--- src/rtl/tmr_pkg.sv ---
// Package: shared encodings for the timer/event counter.
// Assumes the control register layout is fixed at eight bits.
package tmr_pkg;
    typedef enum logic [1:0] {
        MODE_OFF   = 2'b00,
        MODE_EVENT = 2'b01,
        MODE_TIMER = 2'b10,
        MODE_PULSE = 2'b11
    } tmr_mode_e;

    localparam logic [1:0] ADDR_CTRL = 2'd0;
    localparam logic [1:0] ADDR_PRE  = 2'd1;
    localparam logic [1:0] ADDR_CNT  = 2'd2;
    localparam logic [1:0] ADDR_FLAG = 2'd3;

    localparam int CTRL_W   = 8;
    localparam int BIT_EDGE = 3;
    localparam int BIT_RUN  = 4;
    localparam int BIT_SRC  = 5;
endpackage

--- src/rtl/tmr_edge_sync.sv ---
// tmr_edge_sync: brings an asynchronous pin into the clk domain through
// STAGES flops, then flags one-cycle rising and falling edge pulses.
// Assumes STAGES >= 1 and pin pulses wider than one clock period.
module tmr_edge_sync #(
    parameter int STAGES = 2
) (
    input  logic clk,
    input  logic rst_n,
    input  logic pin,
    output logic rise,
    output logic fall
);
    logic [STAGES-1:0] chain;
    logic              last;

    genvar g;
    generate
        for (g = 0; g < STAGES; g++) begin : g_stage
            if (g == 0) begin : g_first
                // First synchronizer flop samples the raw pin.
                always_ff @(posedge clk) begin
                    if (!rst_n) chain[0] <= 1'b0;
                    else        chain[0] <= pin;
                end
            end else begin : g_next
                // Each later flop re-samples the one before it.
                always_ff @(posedge clk) begin
                    if (!rst_n) chain[g] <= 1'b0;
                    else        chain[g] <= chain[g-1];
                end
            end
        end
    endgenerate

    // Previous synchronized level, kept for edge detection.
    always_ff @(posedge clk) begin
        if (!rst_n) last <= 1'b0;
        else        last <= chain[STAGES-1];
    end

    assign rise = chain[STAGES-1] & ~last;
    assign fall = ~chain[STAGES-1] & last;
endmodule

--- src/rtl/tmr_ctrl_reg.sv ---
// tmr_ctrl_reg: holds the control fields and the pulse-width phase state,
// and decides in each cycle whether the counter advances.
// Assumes rise/fall are already synchronous single-cycle pulses.
module tmr_ctrl_reg
    import tmr_pkg::*;
(
    input  logic              clk,
    input  logic              rst_n,
    input  logic              ctrl_we,
    input  logic [CTRL_W-1:0] ctrl_wd,
    input  logic              rise,
    input  logic              fall,
    input  logic              rtc_tick,
    input  logic              sys_tick,
    output logic [CTRL_W-1:0] ctrl_q,
    output logic              run,
    output logic              cnt_inc
);
    tmr_mode_e mode_q;
    logic      src_q, run_q, edge_q, pw_open;
    logic      tick, open_edge, close_edge, evt_edge, pw_close;

    assign tick       = src_q ? sys_tick : rtc_tick;
    assign open_edge  = edge_q ? rise : fall;
    assign close_edge = edge_q ? fall : rise;
    assign evt_edge   = edge_q ? fall : rise;
    assign pw_close   = (mode_q == MODE_PULSE) && run_q && pw_open && close_edge;

    // Pick the advance condition for the current mode.
    always_comb begin
        case (mode_q)
            MODE_EVENT: cnt_inc = run_q & evt_edge;
            MODE_TIMER: cnt_inc = run_q & tick;
            MODE_PULSE: cnt_inc = run_q & pw_open & tick;
            default:    cnt_inc = 1'b0;
        endcase
    end

    // Control fields; software write wins over the hardware run clear.
    always_ff @(posedge clk) begin
        if (!rst_n) begin
            mode_q <= MODE_OFF;
            src_q  <= 1'b0;
            run_q  <= 1'b0;
            edge_q <= 1'b0;
        end else if (ctrl_we) begin
            mode_q <= tmr_mode_e'(ctrl_wd[7:6]);
            src_q  <= ctrl_wd[BIT_SRC];
            run_q  <= ctrl_wd[BIT_RUN];
            edge_q <= ctrl_wd[BIT_EDGE];
        end else if (pw_close) begin
            run_q  <= 1'b0;
        end
    end

    // Pulse-width phase tracker: opens on the start edge, closes on the stop edge.
    always_ff @(posedge clk) begin
        if (!rst_n || ctrl_we) begin
            pw_open <= 1'b0;
        end else if (mode_q == MODE_PULSE && run_q) begin
            if (!pw_open && open_edge)      pw_open <= 1'b1;
            else if (pw_open && close_edge) pw_open <= 1'b0;
        end else begin
            pw_open <= 1'b0;
        end
    end

    assign ctrl_q = {mode_q, src_q, run_q, edge_q, 3'b000};
    assign run    = run_q;

    assert_pw_close_stops_R8: assert property (@(posedge clk) disable iff (!rst_n)
        (mode_q == MODE_PULSE && run_q && pw_open && close_edge && !ctrl_we) |=> !run_q);

    assert_pw_open_needs_edge_R6: assert property (@(posedge clk) disable iff (!rst_n)
        (!pw_open && !ctrl_we && !(run_q && open_edge)) |=> !pw_open);
endmodule

--- src/rtl/tmr_count_core.sv ---
// tmr_count_core: up counter with reload register and sticky overflow flag.
// Assumes inc is only raised while the counter is running.
module tmr_count_core #(
    parameter int CNT_W = 8
) (
    input  logic             clk,
    input  logic             rst_n,
    input  logic             inc,
    input  logic             run,
    input  logic             pre_we,
    input  logic             clr_we,
    input  logic [CNT_W-1:0] wd,
    output logic [CNT_W-1:0] cnt_q,
    output logic [CNT_W-1:0] pre_q,
    output logic             flag_q
);
    localparam logic [CNT_W-1:0] CNT_MAX = {CNT_W{1'b1}};

    logic wrap;
    assign wrap = inc && (cnt_q == CNT_MAX);

    // Counter: direct load while stopped, otherwise advance or reload on wrap.
    always_ff @(posedge clk) begin
        if (!rst_n)              cnt_q <= '0;
        else if (pre_we && !run) cnt_q <= wd;
        else if (wrap)           cnt_q <= pre_q;
        else if (inc)            cnt_q <= cnt_q + 1'b1;
    end

    // Reload value register.
    always_ff @(posedge clk) begin
        if (!rst_n)      pre_q <= '0;
        else if (pre_we) pre_q <= wd;
    end

    // Sticky overflow flag; a wrap in the same cycle beats a clear.
    always_ff @(posedge clk) begin
        if (!rst_n)               flag_q <= 1'b0;
        else if (wrap)            flag_q <= 1'b1;
        else if (clr_we && wd[0]) flag_q <= 1'b0;
    end

    assert_wrap_reload_R10: assert property (@(posedge clk) disable iff (!rst_n)
        (inc && cnt_q == CNT_MAX && !(pre_we && !run)) |=> (cnt_q == $past(pre_q)) && flag_q);

    assert_flag_sticky_R11: assert property (@(posedge clk) disable iff (!rst_n)
        (flag_q && !(clr_we && wd[0])) |=> flag_q);
endmodule

--- src/rtl/tmr_evt_ctr.sv ---
// tmr_evt_ctr: top of the timer/event counter with pulse-width capture.
// Assumes CNT_W >= 8 so the control byte fits the data bus; reads are combinational.
module tmr_evt_ctr
    import tmr_pkg::*;
#(
    parameter int CNT_W       = 8,
    parameter int SYNC_STAGES = 2
) (
    input  logic             clk,
    input  logic             rst_n,
    input  logic             bus_we,
    input  logic [1:0]       bus_addr,
    input  logic [CNT_W-1:0] bus_wdata,
    output logic [CNT_W-1:0] bus_rdata,
    input  logic             rtc_tick,
    input  logic             sys_tick,
    input  logic             tmr_pin,
    output logic             ovf_flag
);
    logic              rise, fall, run, cnt_inc, flag_q;
    logic [CTRL_W-1:0] ctrl_q;
    logic [CNT_W-1:0]  cnt_q, pre_q;
    logic              ctrl_we, pre_we, clr_we;

    assign ctrl_we = bus_we && (bus_addr == ADDR_CTRL);
    assign pre_we  = bus_we && (bus_addr == ADDR_PRE);
    assign clr_we  = bus_we && (bus_addr == ADDR_FLAG);

    tmr_edge_sync #(.STAGES(SYNC_STAGES)) sync_i (
        .clk  (clk),
        .rst_n(rst_n),
        .pin  (tmr_pin),
        .rise (rise),
        .fall (fall)
    );

    tmr_ctrl_reg ctrl_i (
        .clk     (clk),
        .rst_n   (rst_n),
        .ctrl_we (ctrl_we),
        .ctrl_wd (bus_wdata[CTRL_W-1:0]),
        .rise    (rise),
        .fall    (fall),
        .rtc_tick(rtc_tick),
        .sys_tick(sys_tick),
        .ctrl_q  (ctrl_q),
        .run     (run),
        .cnt_inc (cnt_inc)
    );

    tmr_count_core #(.CNT_W(CNT_W)) core_i (
        .clk   (clk),
        .rst_n (rst_n),
        .inc   (cnt_inc),
        .run   (run),
        .pre_we(pre_we),
        .clr_we(clr_we),
        .wd    (bus_wdata),
        .cnt_q (cnt_q),
        .pre_q (pre_q),
        .flag_q(flag_q)
    );

    // Read mux over the four registers.
    always_comb begin
        case (bus_addr)
            ADDR_CTRL: bus_rdata = CNT_W'(ctrl_q);
            ADDR_PRE:  bus_rdata = pre_q;
            ADDR_CNT:  bus_rdata = cnt_q;
            default:   bus_rdata = CNT_W'(flag_q);
        endcase
    end

    assign ovf_flag = flag_q;

    assert_off_mode_hold_R2: assert property (@(posedge clk) disable iff (!rst_n)
        (ctrl_q[7:6] == 2'b00 && !pre_we) |=> $stable(cnt_q));

    assert_stopped_hold_R4: assert property (@(posedge clk) disable iff (!rst_n)
        (!ctrl_q[BIT_RUN] && !pre_we) |=> $stable(cnt_q));

    assert_running_preload_R9: assert property (@(posedge clk) disable iff (!rst_n)
        (ctrl_q[BIT_RUN] && pre_we && !cnt_inc) |=> $stable(cnt_q));
endmodule

--- config.mk ---
export PLATFORM = sky130hd
export DESIGN_NAME = tmr_evt_ctr
export DESIGN_NICKNAME = d
export VERILOG_FILES = /design/src/rtl/tmr_pkg.sv /design/src/rtl/tmr_edge_sync.sv /design/src/rtl/tmr_ctrl_reg.sv /design/src/rtl/tmr_count_core.sv /design/src/rtl/tmr_evt_ctr.sv
export SDC_FILE = /design/constraint.sdc
export NUM_CORES = 1
export LEC_CHECK = 0
export BUFFER_PORTS_ARGS = -buffer_cell sky130_fd_sc_hd__buf_2
export CORE_MARGIN = 1.5
export CORE_UTILIZATION = 40
export DETAILED_ROUTE_END_ITERATION = 10
export MAX_ROUTING_LAYER = met4
export SLEW_MARGIN = 0
export SYNTH_ARGS = -nofsm -noshare
export SYNTH_HDL_FRONTEND = slang
export SYNTH_SLANG_ARGS = --single-unit
--- constraint.sdc ---
create_clock -name clk -period 1.9 [get_ports clk]
set_clock_uncertainty 0.1 [all_clocks]
set_input_delay 0.38 -clock clk [delete_from_list [all_inputs] [get_ports clk]]
set_output_delay 0.38 -clock clk [all_outputs]
set_load 0.05 [all_outputs]
==> results.json <==
{
  "power_leakage_nw": 0.795,
  "seqPwrFrac": 0.517,
  "cp-start-kind": "primary input",
  "cts_tree": "yes",
  "diodes": 0,
  "cts_root_buffer": "clkbuf_8",
  "rows": 22,
  "yosysTopAreaCell": "dfxtp_1",
  "final_common_cell": "nand2_1",
  "dieArea_um2": 4250,
  "design.core.area_um2": 3690,
  "cpMostUsedCell": "buf_2",
  "netlist_area_um2": 1550,
  "ff2ff_path_depth": 4,
  "dp_hpwl_um": 3220,
  "hp-class": "primary input to flop",
  "grt_overflow": 0,
  "final_nets": 231,
  "insertion_delay_ns": 0.27,
  "first_global_vias": 1493,
  "cp-end-kind": "primary output",
  "layout-drive-gt1-share": 0.291,
  "combinationalPowerShare": 0.154,
  "grt_usage": 0.217,
  "wl_um": 4200,
  "post_cts_buffers": 0,
  "r2r_end": "core_i.cnt_q[6]$_SDFFE_PN0P_",
  "clkPwrFrac": 0.330,
  "synth_edf_count": 0,
  "ir_drop_mv": 0.292,
  "synth_ff_type": "dfxtp_1",
  "sw_frac_of_total": 0.273,
  "io_buffers": 24,
  "required_ns": 1.42,
  "firstDrtPassIters": 4,
  "synth_cell_types": 43,
  "cts_resized": 0,
  "first_iter_violations": 105,
  "cts.htree.levels": 1,
  "syn2layout_area_growth_pct": 20.8,
  "drc": 0,
  "dpl-instance-area_um2": 1820,
  "report.final.setup_viol": 0,
  "ant_nets": 0,
  "max-slew-margin-rel": 0.675,
  "fmax_mhz": 549,
  "cpPeakStageDelay_ns": 0.25,
  "clkTransAtPathRegs_ns": 0.09,
  "power_density_nw_per_um2": 600,
  "dp_slack_ns": 0.0972,
  "avgSynthCellArea_um2": 8.70,
  "r2r_start": "ctrl_i.src_q$_SDFFE_PN0P_",
  "path_class": "primary input to primary output",
  "hold_viol_final": 0,
  "worst_slew_pin_slew_ns": 0.487,
  "crit_arrival_ns": 1.34,
  "cts_made_buffers": 3,
  "final.period_utilization": 0.959,
  "mostFrequentLayoutCells": "nand2_1 (27), dfxtp_1 (26), buf_2 (24)",
  "async_flop_share": 0,
  "crit_path_start": "bus_addr[1]",
  "worst-path-max-fanout": 9,
  "yosys_warnings": 0,
  "worstPathCellList": "buf_2 -> nor2b_1 -> buf_4 -> a22o_1 -> buf_2",
  "hold_buffers": 0,
  "antenna_found_initial": 0,
  "ys_ff_latch": 26,
  "synth_cells": 178,
  "vias": 1518,
  "worst_path_max_delay_cell": "buf_2",
  "power.internal_mw": 0.818,
  "io_pins": 25,
  "maxCapViolCount": 0,
  "power.switching_mw": 0.306,
  "drv_slew": 0,
  "fin_area_um2": 1870,
  "wl_per_cell_um": 16.1,
  "dieHeight_um": 65.2,
  "syn-num-nets": 195,
  "crit_end": "bus_rdata[0]",
  "initial_core_util": 0.420,
  "n_fill_cell": 363,
  "synth_top_cell_area_share": 0.336,
  "ys_top_cells_by_area": "dfxtp_1 (34%), mux2i_1 (8.4%), nand2_1 (6.5%)",
  "status": "complete, no violations",
  "timing.final.ws_setup_ns": 0.0771,
  "place.gp.congestion": 0.861,
  "routed_via_density": 5.82,
  "hold_path_depth": 2,
  "die_w_um": 65.2,
  "grt_max_degree": 15,
  "yosysSeqAreaShare": 0.336,
  "clkSinkCount": 26,
  "clk_path_buf_depth": 2,
  "layout_min_cycle_time_ns": 1.82,
  "grt_pass1_wl_um": 7020,
  "rsz0062_at_grt": "false",
  "r2r_slack_ns": 0.17
}
-- worst min path at each step --
| stage | slack (ns) | end | start |
|---|---|---|---|
| 3_3_place_gp | 0.32 | sync_i.chain[1]$_SDFF_PN0_ | sync_i.chain[0]$_SDFF_PN0_ |
| 5_1_grt | 0.22 | sync_i.chain[0]$_SDFF_PN0_ | tmr_pin |
| 2_1_floorplan | 0.31 | sync_i.chain[1]$_SDFF_PN0_ | sync_i.chain[0]$_SDFF_PN0_ |
| 3_5_place_dp | 0.33 | sync_i.chain[1]$_SDFF_PN0_ | sync_i.chain[0]$_SDFF_PN0_ |
| 4_1_cts | 0.22 | sync_i.chain[0]$_SDFF_PN0_ | tmr_pin |
| 6_report | 0.22 | sync_i.chain[0]$_SDFF_PN0_ | tmr_pin |
-- synth_stat cells, types with 2 or more instances --
master and number:
nand4_1 4, maj3_1 2, dfxtp_1 26, o211ai_2 8, and2_1 4, inv_1 6
nor2_1 7, nand2_1 27, a41o_1 3, a21oi_1 12, nor2b_1 2, and3_1 2
o21ai_1 5, nand3_1 20, mux2i_1 13, clkbuf_1 4, o21ai_0 3, buf_2 3
a22o_1 3
-- critical path: cells and delay by family --
family	cells	cell delay, ns
AND/OR/NAND/NOR	1	0.19
buffers and inverters	3	0.60
AO/OA/AOI/OAI	1	0.15
-- layer usage --
metal | part of all wire | global-route usage
met3 | 0.036 | 0.0240
met4 | 0.012 | 0.0729
met2 | 0.51 | 0.375
met5 | 0 | -
met1 | 0.44 | 0.265
-- power groups by stage --
stage	clock network (mW)	logic, mW	registers (mW)
floorplan	0	0.104	0.589
global placement	0	0.168	0.592
detailed placement	0	0.171	0.593
CTS	0.372	0.172	0.580
global route	0.402	0.187	0.583
finish	0.370	0.173	0.581
-- through the flow --
step / util / std cells / hold slack, ns / power [mW] / setup TNS (ns)
2_1_floorplan: - / 178 / 0.312 / 0.693 / -0.201
3_3_place_gp: 0.493 / 257 / 0.324 / 0.760 / 0
3_5_place_dp: 0.493 / 257 / 0.325 / 0.764 / 0
4_1_cts: 0.507 / 261 / 0.223 / 1.12 / 0
5_1_grt: 0.507 / 261 / 0.216 / 1.17 / 0
6_report: 0.507 / 261 / 0.218 / 1.12 / 0
-- state kept, by name, summed over array words and instances, names as in the netlist --
signal          count
ctrl_i.run          1
core_i.cnt_q        8
ctrl_i.pw_open      1
sync_i.last         1
core_i.flag_q       1
ctrl_i.mode_q       2
core_i.pre_q        8
ctrl_i.src_q        1
sync_i.chain        2
ctrl_i.edge_q       1
-- cell type report --
type                       count  area, um2  area share
multi-input combinational    138        968       0.517
sequential                    26        520       0.278
timing repair buffer          39        245       0.131
tap                           48       60.1      0.0321
clock buffer                   4       55.1      0.0294
inverter                       6       22.5      0.0120
-- cells by family (layout without fill, tap and decap cells) --
family / Yosys count / in the layout / share of synthesized area
adder cells (fa/ha/maj): 3 / 3 / 0.0210
flip-flops: 26 / 26 / 0.336
multiplexers: 14 / 14 / 0.0913
AND/OR/NAND/NOR: 77 / 77 / 0.271
buffers and inverters: 14 / 49 / 0.0388
AO/OA/AOI/OAI: 43 / 43 / 0.236
XOR/XNOR: 1 / 1 / 0.00566
Note: power is estimated with default switching activity, not from simulation.
